### config.mk
export PLATFORM = sky130hd
export DESIGN_NAME = pkm_stereo_peak
export DESIGN_NICKNAME = d
export VERILOG_FILES = /design/src/rtl/pkm_pkg.sv /design/src/rtl/pkm_magnitude.sv /design/src/rtl/pkm_level_encoder.sv /design/src/rtl/pkm_channel.sv /design/src/rtl/pkm_stereo_peak.sv
export SDC_FILE = /design/constraint.sdc
export NUM_CORES = 1
export LEC_CHECK = 0
export BUFFER_PORTS_ARGS = -buffer_cell sky130_fd_sc_hd__clkbuf_2
export CORE_UTILIZATION = 35
export DETAILED_ROUTE_END_ITERATION = 8
export MAX_ROUTING_LAYER = met4
export SYNTH_ARGS = -nofsm -noshare
export SYNTH_HDL_FRONTEND = slang
export SYNTH_SLANG_ARGS = --single-unit
### constraint.sdc
create_clock -name clk -period 2.75 [get_ports clk]
set_clock_uncertainty 0.2 [all_clocks]
set_input_delay 0.275 -clock clk [delete_from_list [all_inputs] [get_ports clk]]
set_output_delay 0.275 -clock clk [all_outputs]
set_load 0.01 [all_outputs]
### src/rtl/pkm_pkg.sv
package pkm_pkg;

    localparam int CODE_W     = 6;
    localparam int N_STEPS    = 1 << CODE_W;
    localparam int STEP_MUL   = 58409;   // 2^16 * 10^(-1/20), rounded
    localparam int STEP_SHIFT = 16;

    typedef logic [CODE_W-1:0] code_t;

    localparam code_t CODE_FLOOR = code_t'(N_STEPS - 1);

    typedef struct packed {
        code_t level;
    } chan_state_t;

    // Magnitude threshold for step k, for a W-bit signed sample.
    function automatic logic [63:0] step_thresh(input int unsigned w, input int unsigned k);
        logic [63:0] t;
        t = (64'd1 << (w - 1)) - 64'd1;
        for (int unsigned i = 0; i < k; i++) begin
            t = (t * 64'(STEP_MUL)) >> STEP_SHIFT;
        end
        return t;
    endfunction

endpackage

### src/rtl/pkm_magnitude.sv
module pkm_magnitude #(
    parameter int W = 16
) (
    input  logic [W-1:0] smp_i,
    output logic [W-2:0] mag_o
);
    localparam logic [W-1:0] MOST_NEG = {1'b1, {(W-1){1'b0}}};
    localparam logic [W-1:0] ONE      = {{(W-1){1'b0}}, 1'b1};

    logic [W-1:0] neg;

    always_comb begin
        neg = (~smp_i) + ONE;
        if (smp_i == MOST_NEG) begin
            mag_o = {(W-1){1'b1}};
        end else if (smp_i[W-1]) begin
            mag_o = neg[W-2:0];
        end else begin
            mag_o = smp_i[W-2:0];
        end
    end
endmodule

### src/rtl/pkm_level_encoder.sv
module pkm_level_encoder
    import pkm_pkg::*;
#(
    parameter int W = 16
) (
    input  logic [W-2:0] mag_i,
    output code_t        code_o
);
    logic [N_STEPS-1:0] hit;

    for (genvar k = 0; k < N_STEPS; k++) begin : g_step
        localparam logic [63:0]  T_FULL = step_thresh(W, k);
        localparam logic [W-2:0] T_K    = T_FULL[W-2:0];
        assign hit[k] = (mag_i >= T_K);
    end

    always_comb begin
        code_o = CODE_FLOOR;
        for (int k = N_STEPS - 1; k >= 0; k--) begin
            if (hit[k]) begin
                code_o = code_t'(k);
            end
        end
    end
endmodule

### src/rtl/pkm_channel.sv
module pkm_channel
    import pkm_pkg::*;
(
    input  logic  clk,
    input  logic  rst_n,
    input  logic  en_i,
    input  logic  rd_i,
    input  logic  vld_i,
    input  code_t code_i,
    output code_t level_o
);
    chan_state_t st_d, st_q;
    code_t       base;

    always_comb begin
        st_d = st_q;
        base = st_q.level;
        if (!en_i) begin
            st_d.level = CODE_FLOOR;
        end else begin
            if (rd_i) begin
                base = CODE_FLOOR;
            end
            if (vld_i && (code_i < base)) begin
                st_d.level = code_i;
            end else begin
                st_d.level = base;
            end
        end
    end

    always_ff @(posedge clk or negedge rst_n) begin
        if (!rst_n) begin
            st_q.level <= CODE_FLOOR;
        end else begin
            st_q <= st_d;
        end
    end

    assign level_o = st_q.level;
endmodule

### src/rtl/pkm_stereo_peak.sv
module pkm_stereo_peak
    import pkm_pkg::*;
#(
    parameter int W   = 16,
    parameter int NCH = 2
) (
    input  logic                         clk,
    input  logic                         rst_n,
    input  logic [NCH-1:0][W-1:0]        smp_i,
    input  logic [NCH-1:0]               smp_vld_i,
    input  logic [NCH-1:0]               pk_en_i,
    input  logic [NCH-1:0]               rd_i,
    output logic [NCH-1:0][CODE_W-1:0]   pk_code_o
);
    for (genvar c = 0; c < NCH; c++) begin : g_ch
        logic [W-2:0] mag;
        code_t        smp_code;
        code_t        level;

        pkm_magnitude #(.W(W)) u_mag (
            .smp_i (smp_i[c]),
            .mag_o (mag)
        );

        pkm_level_encoder #(.W(W)) u_enc (
            .mag_i  (mag),
            .code_o (smp_code)
        );

        pkm_channel u_chan (
            .clk     (clk),
            .rst_n   (rst_n),
            .en_i    (pk_en_i[c]),
            .rd_i    (rd_i[c]),
            .vld_i   (smp_vld_i[c]),
            .code_i  (smp_code),
            .level_o (level)
        );

        assign pk_code_o[c] = level;
    end
endmodule

## Word level (Yosys, flattened, before mapping)

Cells that the tools add are included.

- $lt $le $gt $ge: 128
- Equality and inequality tests: 2
- Reductions and logical operators: 2
- Mux-type cells: 138
- Add/sub/neg operators: 2
- Bitwise logic cells: 2

Operators with widths:

| kind | count |
|---|---|
| $mux 6 | 72 |
| $ge 15x15->1 const B | 14 |
| $ge 15x10->1 const B | 12 |
| $ge 15x11->1 const B | 12 |
| $ge 15x12->1 const B | 12 |
| $ge 15x13->1 const B | 12 |
| $ge 15x14->1 const B | 12 |
| $ge 15x6->1 const B | 12 |
| $ge 15x7->1 const B | 12 |
| $ge 15x8->1 const B | 12 |
| $mux 5 | 32 |
| $ge 15x9->1 const B | 10 |
| $ge 15x5->1 const B | 6 |
| $mux 4 | 16 |
| $mux 15 | 4 |
| $eq 16x16->1 const B | 2 |
| $add 15x1->15 const B | 2 |
| $not 15->15 | 2 |
| $mux 3 | 8 |
| $lt 6x6->1 | 2 |
| $mux 2 | 4 |
| $logic_and 1x1->1 | 2 |
| $mux 1 | 2 |

- Logic and storage cells: 276
- Bits in registers: 12
- Output and inout bits: 12
- Input port bits: 40

## Logic depth before layout (Yosys ltp)

Gate-level depths: netlist of run 1.

- Word-level depth: 72
- Mapped depth: 24
- Depth with buffers taken out: 20

## Hierarchy

Synthesis of run 1 repeated with hierarchy kept, for this count alone.

- Cell total of the unflattened synthesis: 880
- Area total of the unflattened synthesis: 5510.3 µm²

By module, submodules not included:

| module | area each (µm²) | instances | cells each | seq. area each (µm²) |
|---|---|---|---|---|
| pkm_level_encoder | 1863.0 | 2 | 324 | 0.0 |
| pkm_magnitude | 456.7 | 2 | 72 | 0.0 |
| pkm_channel | 435.4 | 2 | 44 | 157.7 |

## Worst setup path before layout of run 1

No wires, ideal clock.

- Kind: in2reg
- Start point: input port smp_i[0] (netlist name)
- End point: register, netlist name g_ch[0].u_chan.level_o[1]
- Library setup time: 0.072 ns
- Setup slack: -2.246 ns
- Data arrival time: 4.725 ns
- Stages: 18
- Data required time: 2.478 ns
- Cells stage by stage: clkbuf_1 > inv_1 > ha_1 > or3b_2 > o41ai_2 > xor2_1 > nand3_1 > or3_4 > a311oi_1 > o41a_1 > o31ai_1 > a21bo_2 > ha_1 > or2_2 > o32ai_1 > o31ai_4 > and2_1 > o21ai_1

RTL lines:

| element | RTL line | text |
|---|---|---|
| start, declared | pkm_stereo_peak.sv:9 | `input logic [NCH-1:0][W-1:0] smp_i,` |

==> impl_metrics.sql, run 1 <==
INSERT INTO impl_metrics (metric_group, metric, value, unit) VALUES
('global_routing', 'grt_max_degree', '25', ''),
('pwr', 'power_density_over_cell_area', '268', 'nW/µm²'),
('final_layout', 'area_growth_syn_to_layout', '78.2', '%'),
('final_layout', 'largest_register_ffs', '12', ''),
('global_routing', 'grt_pass1_wl', '52800', 'µm'),
('final_layout', 'stdcell_count', '1604', ''),
('final_layout', 'mostFrequentLayoutCell', 'buf_4', ''),
('cts', 'worst_setup_hold_path_clk_slew', '0.04', 'ns'),
('status', 'outcome', 'finished with violations', ''),
('floorplanning', 'fp.dieH', '133', 'µm'),
('setup_path', 'r2r_setup_slack', '0.41', 'ns'),
('setup_path', 'critical_path.max_fanout', '6', ''),
('synthesis', 'post_synth.cell_area_avg', '6.43', 'µm²'),
('pwr', 'power_total', '2850', 'µW'),
('sta', 'timing.final.setup_violations', '12', ''),
('detailed_routing', 'drt.antenna.violating_nets', '0', ''),
('detailed_routing', 'wirelength', '33800', 'µm'),
('synthesis', 'yosysTopAreaCellShare', '0.0647', ''),
('sta', 'final-hold-violation-count', '0', ''),
('sta', 'slew_headroom', '0.593', ''),
('floorplanning', 'ios', '52', ''),
('detailed_routing', 'via_count', '10072', ''),
('sta', 'worst_pin_slew', '0.607', 'ns'),
('final_layout', 'antenna_cells', '0', ''),
('flow_run', 'max-cap-violations', '0', ''),
('final_layout', 'multi_input_area', '6110', 'µm²'),
('setup_path', 'worstSetupEndpoint', 'g_ch[0].u_chan.level_o[1]$_DFF_PN1_', ''),
('setup_path', 'r2r.worst_path.cells', '9', ''),
('floorplanning', 'placeableCoreArea', '16600', 'µm²'),
('detailed_routing', 'number_of_iterations_in_the_first_detailed_routing_pass', '7', ''),
('pwr', 'power.leakage', '0.00448', 'µW'),
('cts', 'worst_skew_pair.late_latency', '0.24', 'ns'),
('final_layout', 'most-common-layout-cells', 'buf_4 (452), nor2_1 (88), nand2_1 (85)', ''),
('synthesis', 'area_contributors_post_synth', 'a21oi_1 (6.5%), nor2_1 (5.9%), o21ai_0 (5.6%)', ''),
('cts', 'cts-htree-levels', '1', ''),
('cts', 'root_buffer', 'clkbuf_16', ''),
('sta', 'fin_ws', '-1.53', 'ns'),
('setup_path', 'worstReg2RegStart', 'g_ch[1].u_chan.level_o[4]$_DFF_PN1_', ''),
('final_layout', 'drive_gt1_frac', '0.486', ''),
('setup_path', 'critical_path.endpoint_type', 'flop', ''),
('setup_path', 'critical_path.startpoint_type', 'input pin', ''),
('cts', 'cts_buffer_depth', '2', ''),
('synthesis', 'synthesis.instances', '927', ''),
('synthesis', 'synth.ff_latch_count', '12', ''),
('setup_path', 'crit-reg2reg-capture', 'g_ch[1].u_chan.level_o[5]$_DFF_PN1_', ''),
('place', 'place_congestion', '1.05', ''),
('synthesis', 'synth_area_leader_cell', 'a21oi_1', ''),
('synthesis', 'register_area_share_after_synthesis', '0.0529', ''),
('synthesis', 'synthesis.area', '5960', 'µm²'),
('cts', 'cts_tree', 'built', ''),
('synthesis', 'yosys_warnings', '0', ''),
('place', 'dpl_worst_slack', '-2.03', 'ns'),
('hold_path', 'hold_path.class', 'input pin to flop', ''),
('sta', 'final_min_period_over_clock_period', '1.56', ''),
('detailed_routing', 'drc', '0', ''),
('global_routing', 'grt_antenna_before_repair', '0', ''),
('final_layout', 'regArea', '315', 'µm²'),
('status', 'failed_checks', 'setup timing', ''),
('synthesis', 'synth_async_sr_flop_share', '1.00', ''),
('floorplanning', 'die_width', '133', 'µm'),
('global_routing', 'globalRouteTotalUtil', '0.387', ''),
('global_routing', 'total_global_routing_overflow', '0', ''),
('detailed_routing', 'drt_first_iter_violations', '986', ''),
('final_layout', 'finalNetCount', '1438', ''),
('setup_path', 'critical_path.startpoint', 'smp_i[1]', ''),
('detailed_routing', 'viasPerCell', '6.28', ''),
('setup_path', 'crit_required', '2.71', 'ns'),
('cts', 'clkSinkCount', '12', ''),
('sta', 'rsz0062_at_grt', 'yes', ''),
('floorplanning', 'design.die.area', '17600', 'µm²'),
('floorplanning', 'initial_core_util', '0.359', '');
[final cells by class]
class	instances	area share
multi-input cells	848	0.576
repair buffers	511	0.357
flip-flops and latches	12	0.0297
well taps	220	0.0259
clock buffers	3	0.00707
inverters	10	0.00495
[worst min-delay path by stage]
stage | to | slack, ns | startpoint | depth (start not counted)
after CTS | g_ch[0].u_chan.level_o[3]$_DFF_PN1_ | 0.07 | pk_en_i[0] | 2
final | g_ch[0].u_chan.level_o[2]$_DFF_PN1_ | 0.09 | pk_en_i[0] | 2
after global routing | g_ch[0].u_chan.level_o[3]$_DFF_PN1_ | 0.08 | pk_en_i[0] | 2
after global placement | g_ch[0].u_chan.level_o[0]$_DFF_PN1_ | 0.24 | rst_n | 1
after detailed placement | g_ch[0].u_chan.level_o[0]$_DFF_PN1_ | 0.24 | rst_n | 1
after floorplan | g_ch[0].u_chan.level_o[0]$_DFF_PN1_ | -0.07 | rst_n | 0
[cells by family (layout without fill, tap and decap cells)]
group / Yosys count / count (layout) / share of synthesized area
and+or+nand+nor: 389 / 389 / 0.331
AOI/OAI and AO/OA: 412 / 413 / 0.492
DFF: 12 / 12 / 0.0529
adders and majority gates: 12 / 12 / 0.0252
buffers and inverters: 68 / 524 / 0.0460
muxes: 4 / 4 / 0.00714
xor gates and xnor gates: 30 / 30 / 0.0453
[cells in the mapped netlist, types with 12 or more instances]
cell / count
a21oi_1: 77
a211oi_1: 26
o211ai_1: 26
nor2_1: 94
o31ai_1: 22
a31oi_1: 32
nand3_1: 39
nor4_1: 15
xnor2_1: 12
ha_1: 12
dfstp_2: 12
nand4_1: 16
nand2_1: 88
xor2_1: 17
nor3_1: 38
o21ai_0: 67
clkbuf_1: 48
and2_1: 15
nand2b_1: 13
a21o_1: 17
[stage by stage]
stage / util / area (µm²) / TNS (ns)
2_1_floorplan: - / 6250 / -21.15
5_1_grt: 0.640 / 10600 / -19.20
6_report: 0.640 / 10600 / -17.56
3_5_place_dp: 0.586 / 9710 / -22.73
4_1_cts: 0.624 / 10400 / -17.03
3_3_place_gp: 0.586 / 9710 / -21.91
[power by group]
group | switching (µW) | internal [µW] | leakage (µW) | total (µW)
logic | 1270 | 1100 | 0.00432 | 2370
clock network | 70.7 | 189 | 0.0000370 | 260
registers | 11.1 | 209 | 0.000127 | 220
total | 1350 | 1500 | 0.00448 | 2850
[what timing repair did]
action,4_1_cts,5_1_grt
gates cloned,1,0
hold buffers,1,0
buffers inserted,23,9
resized for setup,88,50
endpoints found under the setup margin,12,12
pin swaps,42,30
hold endpoints to repair,12,0
[critical path, cell delays in order]
cell	delay [ns]
buf_8	0.10
or4_4	0.56
buf_6	0.16
o21ai_2	0.18
xor2_2	0.21
buf_4	0.14
a22oi_1	0.09
buf_4	0.17
a2111oi_4	0.38
a21boi_1	0.21
o21bai_1	0.08
a21oi_1	0.19
o31ai_2	0.10
a21bo_4	0.23
ha_4	0.15
or2_4	0.25
a2111oi_4	0.27
buf_4	0.20
o31ai_4	0.09
nor2_1	0.11
o21ai_1	0.08
[layer usage]
layer / track usage / vias to the layer above / part of all wire
li1: - / 4627 / -
met1: 0.435 / 4719 / 0.39
met2: 0.671 / 555 / 0.49
met3: 0.0513 / 171 / 0.066
met4: 0.193 / 0 / 0.057
met5: - / - / 0
Power figures use the tool's default switching activity.
==> run 2: changes to the inputs <==
--- a/config.mk
+++ b/config.mk
@@ -5,8 +5,10 @@
 export SDC_FILE = /design/constraint.sdc
 export NUM_CORES = 1
 export LEC_CHECK = 0
+export ABC_AREA = 1
 export BUFFER_PORTS_ARGS = -buffer_cell sky130_fd_sc_hd__clkbuf_2
 export CORE_UTILIZATION = 35
+export CTS_BUF_LIST = sky130_fd_sc_hd__clkbuf_8 sky130_fd_sc_hd__clkbuf_16
 export DETAILED_ROUTE_END_ITERATION = 8
 export MAX_ROUTING_LAYER = met4
 export SYNTH_ARGS = -nofsm -noshare
==> run 2 against run 1 <==
Against the previous run: the flow still finishes with violations (setup timing); utilization fell by 0.71 points; sequential share of layout area up 0.18 points; synthesized cell count is 21% higher; critical endpoint is now g_ch[1].u_chan.level_o[4]$_DFF_PN1_; synthesized area fell by 5.4%; largest power group unchanged.
==> impl_metrics.sql, run 2 <==
INSERT INTO impl_metrics (metric_group, metric, value, unit) VALUES
('cts', 'root_buffer', 'clkbuf_16', ''),
('synthesis', 'synth.ff_latch_count', '12', ''),
('final_layout', 'drive_gt1_frac', '0.413', ''),
('synthesis', 'synth_flop_cell', 'dfstp_2', ''),
('sta', 'slew_headroom', '0.556', ''),
('sta', 'timing.final.setup_violations', '12', ''),
('setup_path', 'critical_path.max_fanout', '7', ''),
('place', 'place_congestion', '1.05', ''),
('cts', 'clkSinkCount', '12', ''),
('setup_path', 'critical_path.startpoint_type', 'input pin', ''),
('synthesis', 'postSynthNetCount', '1173', ''),
('global_routing', 'globalRouteTotalUtil', '0.306', ''),
('setup_path', 'cp_data_arrival_time', '5.46', 'ns'),
('place', 'post-dp-hpwl', '20700', 'µm'),
('pwr', 'peakVddDrop', '0.161', 'mV'),
('cts', 'cts-htree-levels', '1', ''),
('setup_path', 'critPathKind', 'input pin to flop', ''),
('global_routing', 'grt_max_degree', '13', ''),
('cts', 'cts_buffer_depth', '2', ''),
('floorplanning', 'die_width', '129', 'µm'),
('cts', 'worst_skew_pair.late_latency', '0.24', 'ns'),
('synthesis', 'area_contributors_post_synth', 'nand2_1 (22%), inv_1 (12%), nor2_1 (10%)', ''),
('place', 'dpl_worst_slack', '-3.01', 'ns'),
('global_routing', 'grt_pass1_wl', '39900', 'µm'),
('pwr', 'power_total', '2460', 'µW'),
('detailed_routing', 'wirelength', '24900', 'µm'),
('floorplanning', 'design.die.area', '16600', 'µm²'),
('setup_path', 'critical_path.endpoint_type', 'flop', ''),
('synthesis', 'number_of_enable_type_register_cells_in_the_synthesized_netlist', '0', ''),
('detailed_routing', 'drt.antenna.violating_nets', '0', ''),
('flow_run', 'max-cap-violations', '0', ''),
('pwr', 'power.leakage', '0.00538', 'µW'),
('synthesis', 'yosysTopAreaCellShare', '0.224', ''),
('sta', 'worst_pin_slew', '0.663', 'ns'),
('synthesis', 'synth.distinct_cells', '46', ''),
('synthesis', 'post_synth.cell_area_avg', '5.03', 'µm²'),
('synthesis', 'yosys-top-cells-count', 'nand2_1 (336), inv_1 (174), nor2_1 (150)', ''),
('setup_path', 'crit_path_frequent_cell', 'nand2_1', ''),
('setup_path', 'crit_required', '2.71', 'ns'),
('final_layout', 'n_fill_cell', '1463', ''),
('global_routing', 'grt_pass1_vias', '8638', ''),
('hold_path', 'hold_path.class', 'input pin to flop', ''),
('synthesis', 'synthesis.instances', '1121', ''),
('final_layout', 'antenna_cells', '0', ''),
('floorplanning', 'std_cell_rows', '46', ''),
('floorplanning', 'placeableCoreArea', '15800', 'µm²'),
('cts', 'worst_setup_hold_path_clk_slew', '0.05', 'ns'),
('detailed_routing', 'route.detailed.wl_per_inst', '13.7', 'µm'),
('floorplanning', 'fp.dieH', '129', 'µm'),
('sta', 'timing_max_transition_violations_final', '0', ''),
('status', 'outcome', 'finished with violations', ''),
('sta', 'rsz0062_at_grt', 'yes', ''),
('cts', 'cts_tree', 'built', ''),
('synthesis', 'register_area_share_after_synthesis', '0.0559', ''),
('detailed_routing', 'via_count', '9119', ''),
('sta', 'final-hold-violation-count', '0', ''),
('sta', 'fin_ws', '-2.75', 'ns'),
('cts', 'inserted_clock_buffers', '3', ''),
('pwr', 'power_density_over_cell_area', '245', 'nW/µm²'),
('detailed_routing', 'drt_first_iter_violations', '672', ''),
('floorplanning', 'initial_core_util', '0.356', ''),
('sta', 'final_min_period_over_clock_period', '2.00', ''),
('synthesis', 'synth_async_sr_flop_share', '1.00', ''),
('final_layout', 'largest_register_ffs', '12', ''),
('final_layout', 'finalNetCount', '1660', ''),
('place', 'port_buffers', '51', ''),
('detailed_routing', 'viasPerCell', '5.00', ''),
('detailed_routing', 'number_of_iterations_in_the_first_detailed_routing_pass', '6', ''),
('sta', 'final.min_clock_period', '5.50', 'ns'),
('global_routing', 'total_global_routing_overflow', '0', ''),
('synthesis', 'synth_area_leader_cell', 'nand2_1', ''),
('final_layout', 'most-common-layout-cells', 'buf_4 (432), nand2_1 (310), inv_1 (168)', ''),
('setup_path', 'critPathSlowestCell', 'buf_6', ''),
('synthesis', 'synth_most_common_cell', 'nand2_1', ''),
('global_routing', 'grt_antenna_before_repair', '0', ''),
('detailed_routing', 'drc', '0', ''),
('sta', 'max_freq', '0.182', 'GHz'),
('status', 'failed_checks', 'setup timing', ''),
('synthesis', 'synthesis.area', '5640', 'µm²'),
('setup_path', 'slowest_stage_delay_cp', '0.17', 'ns'),
('final_layout', 'mostFrequentLayoutCell', 'buf_4', ''),
('final_layout', 'area_growth_syn_to_layout', '77.8', '%'),
('sta', 'totalNegativeSetupSlack', '-31.96', 'ns'),
('synthesis', 'yosys_warnings', '0', ''),
('floorplanning', 'ios', '52', '');
run 2: timing repair:
action                                  in CTS  in global routing
endpoints found under the setup margin      12                 12
buffers inserted                            30                 14
pin swaps                                   36                 41
gates cloned                                 1                  0
hold buffers                                 1                  0
resized for setup                           64                 39
hold endpoints to repair                    12                  0
run 2: routing by layer:
| metal | up-vias | GRT usage | wire length [µm] |
|---|---|---|---|
| li1 | 4599 | - | - |
| met5 | - | - | 0 |
| met1 | 4075 | 0.397 | 11000 |
| met4 | 0 | 0.0893 | 722 |
| met3 | 66 | 0.0237 | 1780 |
| met2 | 379 | 0.505 | 11500 |
run 2: stage by stage:
stage / hold slack (ns) / instance area (µm²) / cells / utilization
3_5_place_dp: 0.229 / 9180 / 1774 / 0.580
6_report: 0.0774 / 10000 / 1823 / 0.633
4_1_cts: 0.0761 / 9800 / 1810 / 0.619
5_1_grt: 0.0968 / 10000 / 1823 / 0.633
2_1_floorplan: -0.0728 / 5750 / 1121 / -
3_3_place_gp: 0.219 / 9180 / 1774 / 0.580
run 2: path summary, 6_finish.rpt:
kind | from | to | slack [ns] | cells past startpoint
max | smp_i[16] | g_ch[1].u_chan.level_o[4]$_DFF_PN1_ | -2.75 | 69
min | pk_en_i[0] | g_ch[0].u_chan.level_o[1]$_DFF_PN1_ | 0.08 | 2
max reg2reg | g_ch[1].u_chan.level_o[5]$_DFF_PN1_ | g_ch[1].u_chan.level_o[4]$_DFF_PN1_ | 0.43 | 10
min reg2reg | g_ch[0].u_chan.level_o[5]$_DFF_PN1_ | g_ch[0].u_chan.level_o[5]$_DFF_PN1_ | 0.46 | 4
max in group asynchronous | rst_n | g_ch[0].u_chan.level_o[0]$_DFF_PN1_ | 1.82 | 2
min in group asynchronous | rst_n | g_ch[1].u_chan.level_o[3]$_DFF_PN1_ | 0.50 | 2
run 2: worst max-delay path, delay by kind of cell:
kind | cells | cell delay, ns
simple gates | 51 | 3.23
buf+inv | 17 | 1.82
fa+ha+maj | 1 | 0.14
run 2: where the power goes:
| group | internal (µW) | switching [µW] |
|---|---|---|
| registers | 204 | 9.11 |
| clock network | 219 | 74.5 |
| logic | 917 | 1030 |
| total | 1340 | 1120 |
run 2: area by class of cell:
class                   instances  area, µm²  share of cell area
clock buffers                   4       88.8             0.00886
inverters                     194        786              0.0784
multi-input cells             907       4910               0.490
flip-flops and latches         12        315              0.0315
well taps                     216        270              0.0270
repair buffers                490       3650               0.364
run 2: cells by family (layout without fill, tap and decap cells):
logic type                 Yosys count  count (layout)  share of synthesized area
xor gates and xnor gates             7               7                     0.0122
DFF                                 12              12                     0.0559
buffers and inverters              202             688                      0.141
and+or+nand+nor                    649             649                      0.524
adders and majority gates           12              12                     0.0266
AOI/OAI and AO/OA                  239             239                      0.240
==> run 3: changes to the inputs <==
--- a/config.mk
+++ b/config.mk
@@ -7,7 +7,7 @@
 export LEC_CHECK = 0
 export ABC_AREA = 1
 export BUFFER_PORTS_ARGS = -buffer_cell sky130_fd_sc_hd__clkbuf_2
-export CORE_UTILIZATION = 35
+export CORE_UTILIZATION = 46
 export CTS_BUF_LIST = sky130_fd_sc_hd__clkbuf_8 sky130_fd_sc_hd__clkbuf_16
 export DETAILED_ROUTE_END_ITERATION = 8
 export MAX_ROUTING_LAYER = met4
==> run 3 against run 2 <==
Against the previous run: the flow still finishes with violations (setup timing); cell count shrank 5.3%; total power rose by 5.2%; cell area shrank 0.36%; highest routed layer unchanged.
==> impl_metrics.sql, run 3 (synthesis results as in run 2) <==
INSERT INTO impl_metrics (metric_group, metric, value, unit) VALUES
('global_routing', 'grt_pass1_vias', '8650', ''),
('sta', 'rsz0062_at_grt', 'yes', ''),
('final_layout', 'mostFrequentLayoutCell', 'buf_4', ''),
('global_routing', 'globalRouteTotalUtil', '0.415', ''),
('global_routing', 'grt_max_degree', '13', ''),
('final_layout', 'area_growth_syn_to_layout', '77.2', '%'),
('setup_path', 'crit_required', '2.69', 'ns'),
('final_layout', 'finalNetCount', '1634', ''),
('hold_path', 'worst_hold_path_depth', '2', ''),
('sta', 'final-hold-violation-count', '0', ''),
('setup_path', 'cpLargestDelayFamily', 'simple AND/OR/NAND/NOR gates', ''),
('sta', 'fin_ws', '-3.27', 'ns'),
('final_layout', 'most-common-layout-cells', 'buf_4 (402), nand2_1 (304), inv_1 (167)', ''),
('setup_path', 'critical_path.startpoint_type', 'input pin', ''),
('place', 'post-dp-hpwl', '20500', 'µm'),
('cts', 'cts_buffer_depth', '2', ''),
('hold_path', 'hold_path.class', 'input pin to flop', ''),
('floorplanning', 'ios', '52', ''),
('sta', 'slew_headroom', '0.0932', ''),
('setup_path', 'crit_path_frequent_cell', 'nand2_1', ''),
('detailed_routing', 'viasPerCell', '5.78', ''),
('cts', 'cts-htree-levels', '1', ''),
('final_layout', 'drive_gt1_frac', '0.419', ''),
('global_routing', 'total_global_routing_overflow', '0', ''),
('floorplanning', 'die_width', '113', 'µm'),
('setup_path', 'critPathSlowestCell', 'inv_1', ''),
('cts', 'worst_skew_pair.late_latency', '0.25', 'ns'),
('cts', 'inserted_clock_buffers', '3', ''),
('floorplanning', 'std_cell_rows', '40', ''),
('floorplanning', 'design.die.area', '12700', 'µm²'),
('sta', 'timing_max_transition_violations_final', '0', ''),
('global_routing', 'grt_pass1_wl', '41500', 'µm'),
('setup_path', 'worst-path-stages', '77', ''),
('cts', 'cts_tree', 'built', ''),
('sta', 'max_freq', '0.166', 'GHz'),
('global_routing', 'grt_antenna_before_repair', '0', ''),
('final_layout', 'final_core_utilization', '0.835', ''),
('sta', 'final_min_period_over_clock_period', '2.19', ''),
('detailed_routing', 'drt_first_iter_violations', '1293', ''),
('pwr', 'power.leakage', '0.00532', 'µW'),
('cts', 'worst_setup_hold_path_clk_slew', '0.06', 'ns'),
('detailed_routing', 'wirelength', '31200', 'µm'),
('setup_path', 'slowest_stage_delay_cp', '0.27', 'ns'),
('detailed_routing', 'number_of_iterations_in_the_first_detailed_routing_pass', '7', ''),
('status', 'failed_checks', 'setup timing', ''),
('setup_path', 'cp_data_arrival_time', '5.96', 'ns'),
('cts', 'clkSinkCount', '12', ''),
('final_layout', 'antenna_cells', '0', ''),
('detailed_routing', 'drc', '0', ''),
('sta', 'totalNegativeSetupSlack', '-35.22', 'ns'),
('final_layout', 'largest_register_ffs', '12', ''),
('final_layout', 'n_fill_cell', '809', ''),
('setup_path', 'critPathKind', 'input pin to flop', ''),
('flow_run', 'max-cap-violations', '0', ''),
('setup_path', 'buf_inv_stages_crit_path', '5', ''),
('sta', 'final.min_clock_period', '6.02', 'ns'),
('sta', 'worst_pin_slew', '1.35', 'ns'),
('pwr', 'power_density_over_cell_area', '259', 'nW/µm²'),
('detailed_routing', 'route.detailed.wl_per_inst', '18.1', 'µm'),
('pwr', 'peakVddDrop', '0.151', 'mV'),
('floorplanning', 'placeableCoreArea', '12000', 'µm²'),
('setup_path', 'critical_path.max_fanout', '6', ''),
('cts', 'root_buffer', 'clkbuf_16', ''),
('status', 'outcome', 'finished with violations', ''),
('sta', 'timing.final.setup_violations', '12', ''),
('place', 'place_congestion', '1.02', ''),
('floorplanning', 'fp.dieH', '113', 'µm'),
('place', 'port_buffers', '51', ''),
('detailed_routing', 'drt.antenna.violating_nets', '0', ''),
('setup_path', 'critical_path.endpoint_type', 'flop', ''),
('floorplanning', 'initial_core_util', '0.471', ''),
('setup_path', 'r2r.worst_path.cells', '10', ''),
('detailed_routing', 'via_count', '9985', '');
[run 3: cell count changes in the layout (fill, tap and decap cells not counted), sizes merged]
cell    change
clkbuf      -1
nand2       +1
buf        -27
[run 3: worst reg2reg max path, delay by kind of cell (launching register included)]
| family | cells | cell delay (ns) |
|---|---|---|
| DFF | 1 | 0.54 |
| and+or+nand+nor | 8 | 0.89 |
| AOI/OAI and AO/OA | 1 | 0.97 |
| adders and majority gates | 1 | 0.34 |
[run 3: per-stage QoR]
stage | cell area (µm²) | hold slack [ns] | cells | worst slack, ns | power (µW)
global route | 9990 | 0.115 | 1727 | -3.81 | 2710
global placement | 9040 | 0.203 | 1696 | -2.79 | 1930
detailed placement | 9040 | 0.206 | 1696 | -2.92 | 1950
floorplan | 5750 | -0.0728 | 1121 | -2.18 | 1010
CTS | 9560 | 0.0879 | 1714 | -2.50 | 2320
finish | 9990 | 0.0903 | 1727 | -3.27 | 2590
[run 3: cell type report]
| cell class | instances | area [µm²] | share of cell area |
|---|---|---|---|
| flip-flops and latches | 12 | 315 | 0.0316 |
| inverters | 194 | 786 | 0.0787 |
| multi-input cells | 908 | 5140 | 0.515 |
| repair buffers | 463 | 3490 | 0.349 |
| clock buffers | 3 | 75.1 | 0.00752 |
| well taps | 147 | 184 | 0.0184 |
[run 3: layer usage]
layer / share of wire / global-route usage / vias to the layer above
met5: 0 / - / -
met4: 0.061 / 0.0978 / 0
met3: 0.11 / 0.0530 / 208
met2: 0.44 / 0.674 / 784
met1: 0.39 / 0.548 / 4460
li1: - / - / 4533
[run 3: timing repair]
action,in CTS,in global routing
gates cloned,0,2
endpoints found under the setup margin,12,12
pin swaps,46,53
endpoints found under the hold margin,12,0
hold buffers,1,0
buffers inserted,14,11
resized for setup,84,64
[run 3: worst paths after layout]
check | end | startpoint | slack, ns
setup / recovery | g_ch[1].u_chan.level_o[3]$_DFF_PN1_ | smp_i[20] | -3.27
max in group asynchronous | g_ch[0].u_chan.level_o[1]$_DFF_PN1_ | rst_n | 1.76
hold / removal | g_ch[0].u_chan.level_o[1]$_DFF_PN1_ | pk_en_i[0] | 0.09
min in group asynchronous | g_ch[1].u_chan.level_o[5]$_DFF_PN1_ | rst_n | 0.55
setup reg to reg | g_ch[1].u_chan.level_o[3]$_DFF_PN1_ | g_ch[1].u_chan.level_o[5]$_DFF_PN1_ | -0.32
hold reg to reg | g_ch[0].u_chan.level_o[1]$_DFF_PN1_ | g_ch[0].u_chan.level_o[1]$_DFF_PN1_ | 0.54
[run 3: power by group]
part	internal, µW	switching, µW
Sequential	204	13.1
Clock	192	111
Combinational	912	1150
Total	1310	1280
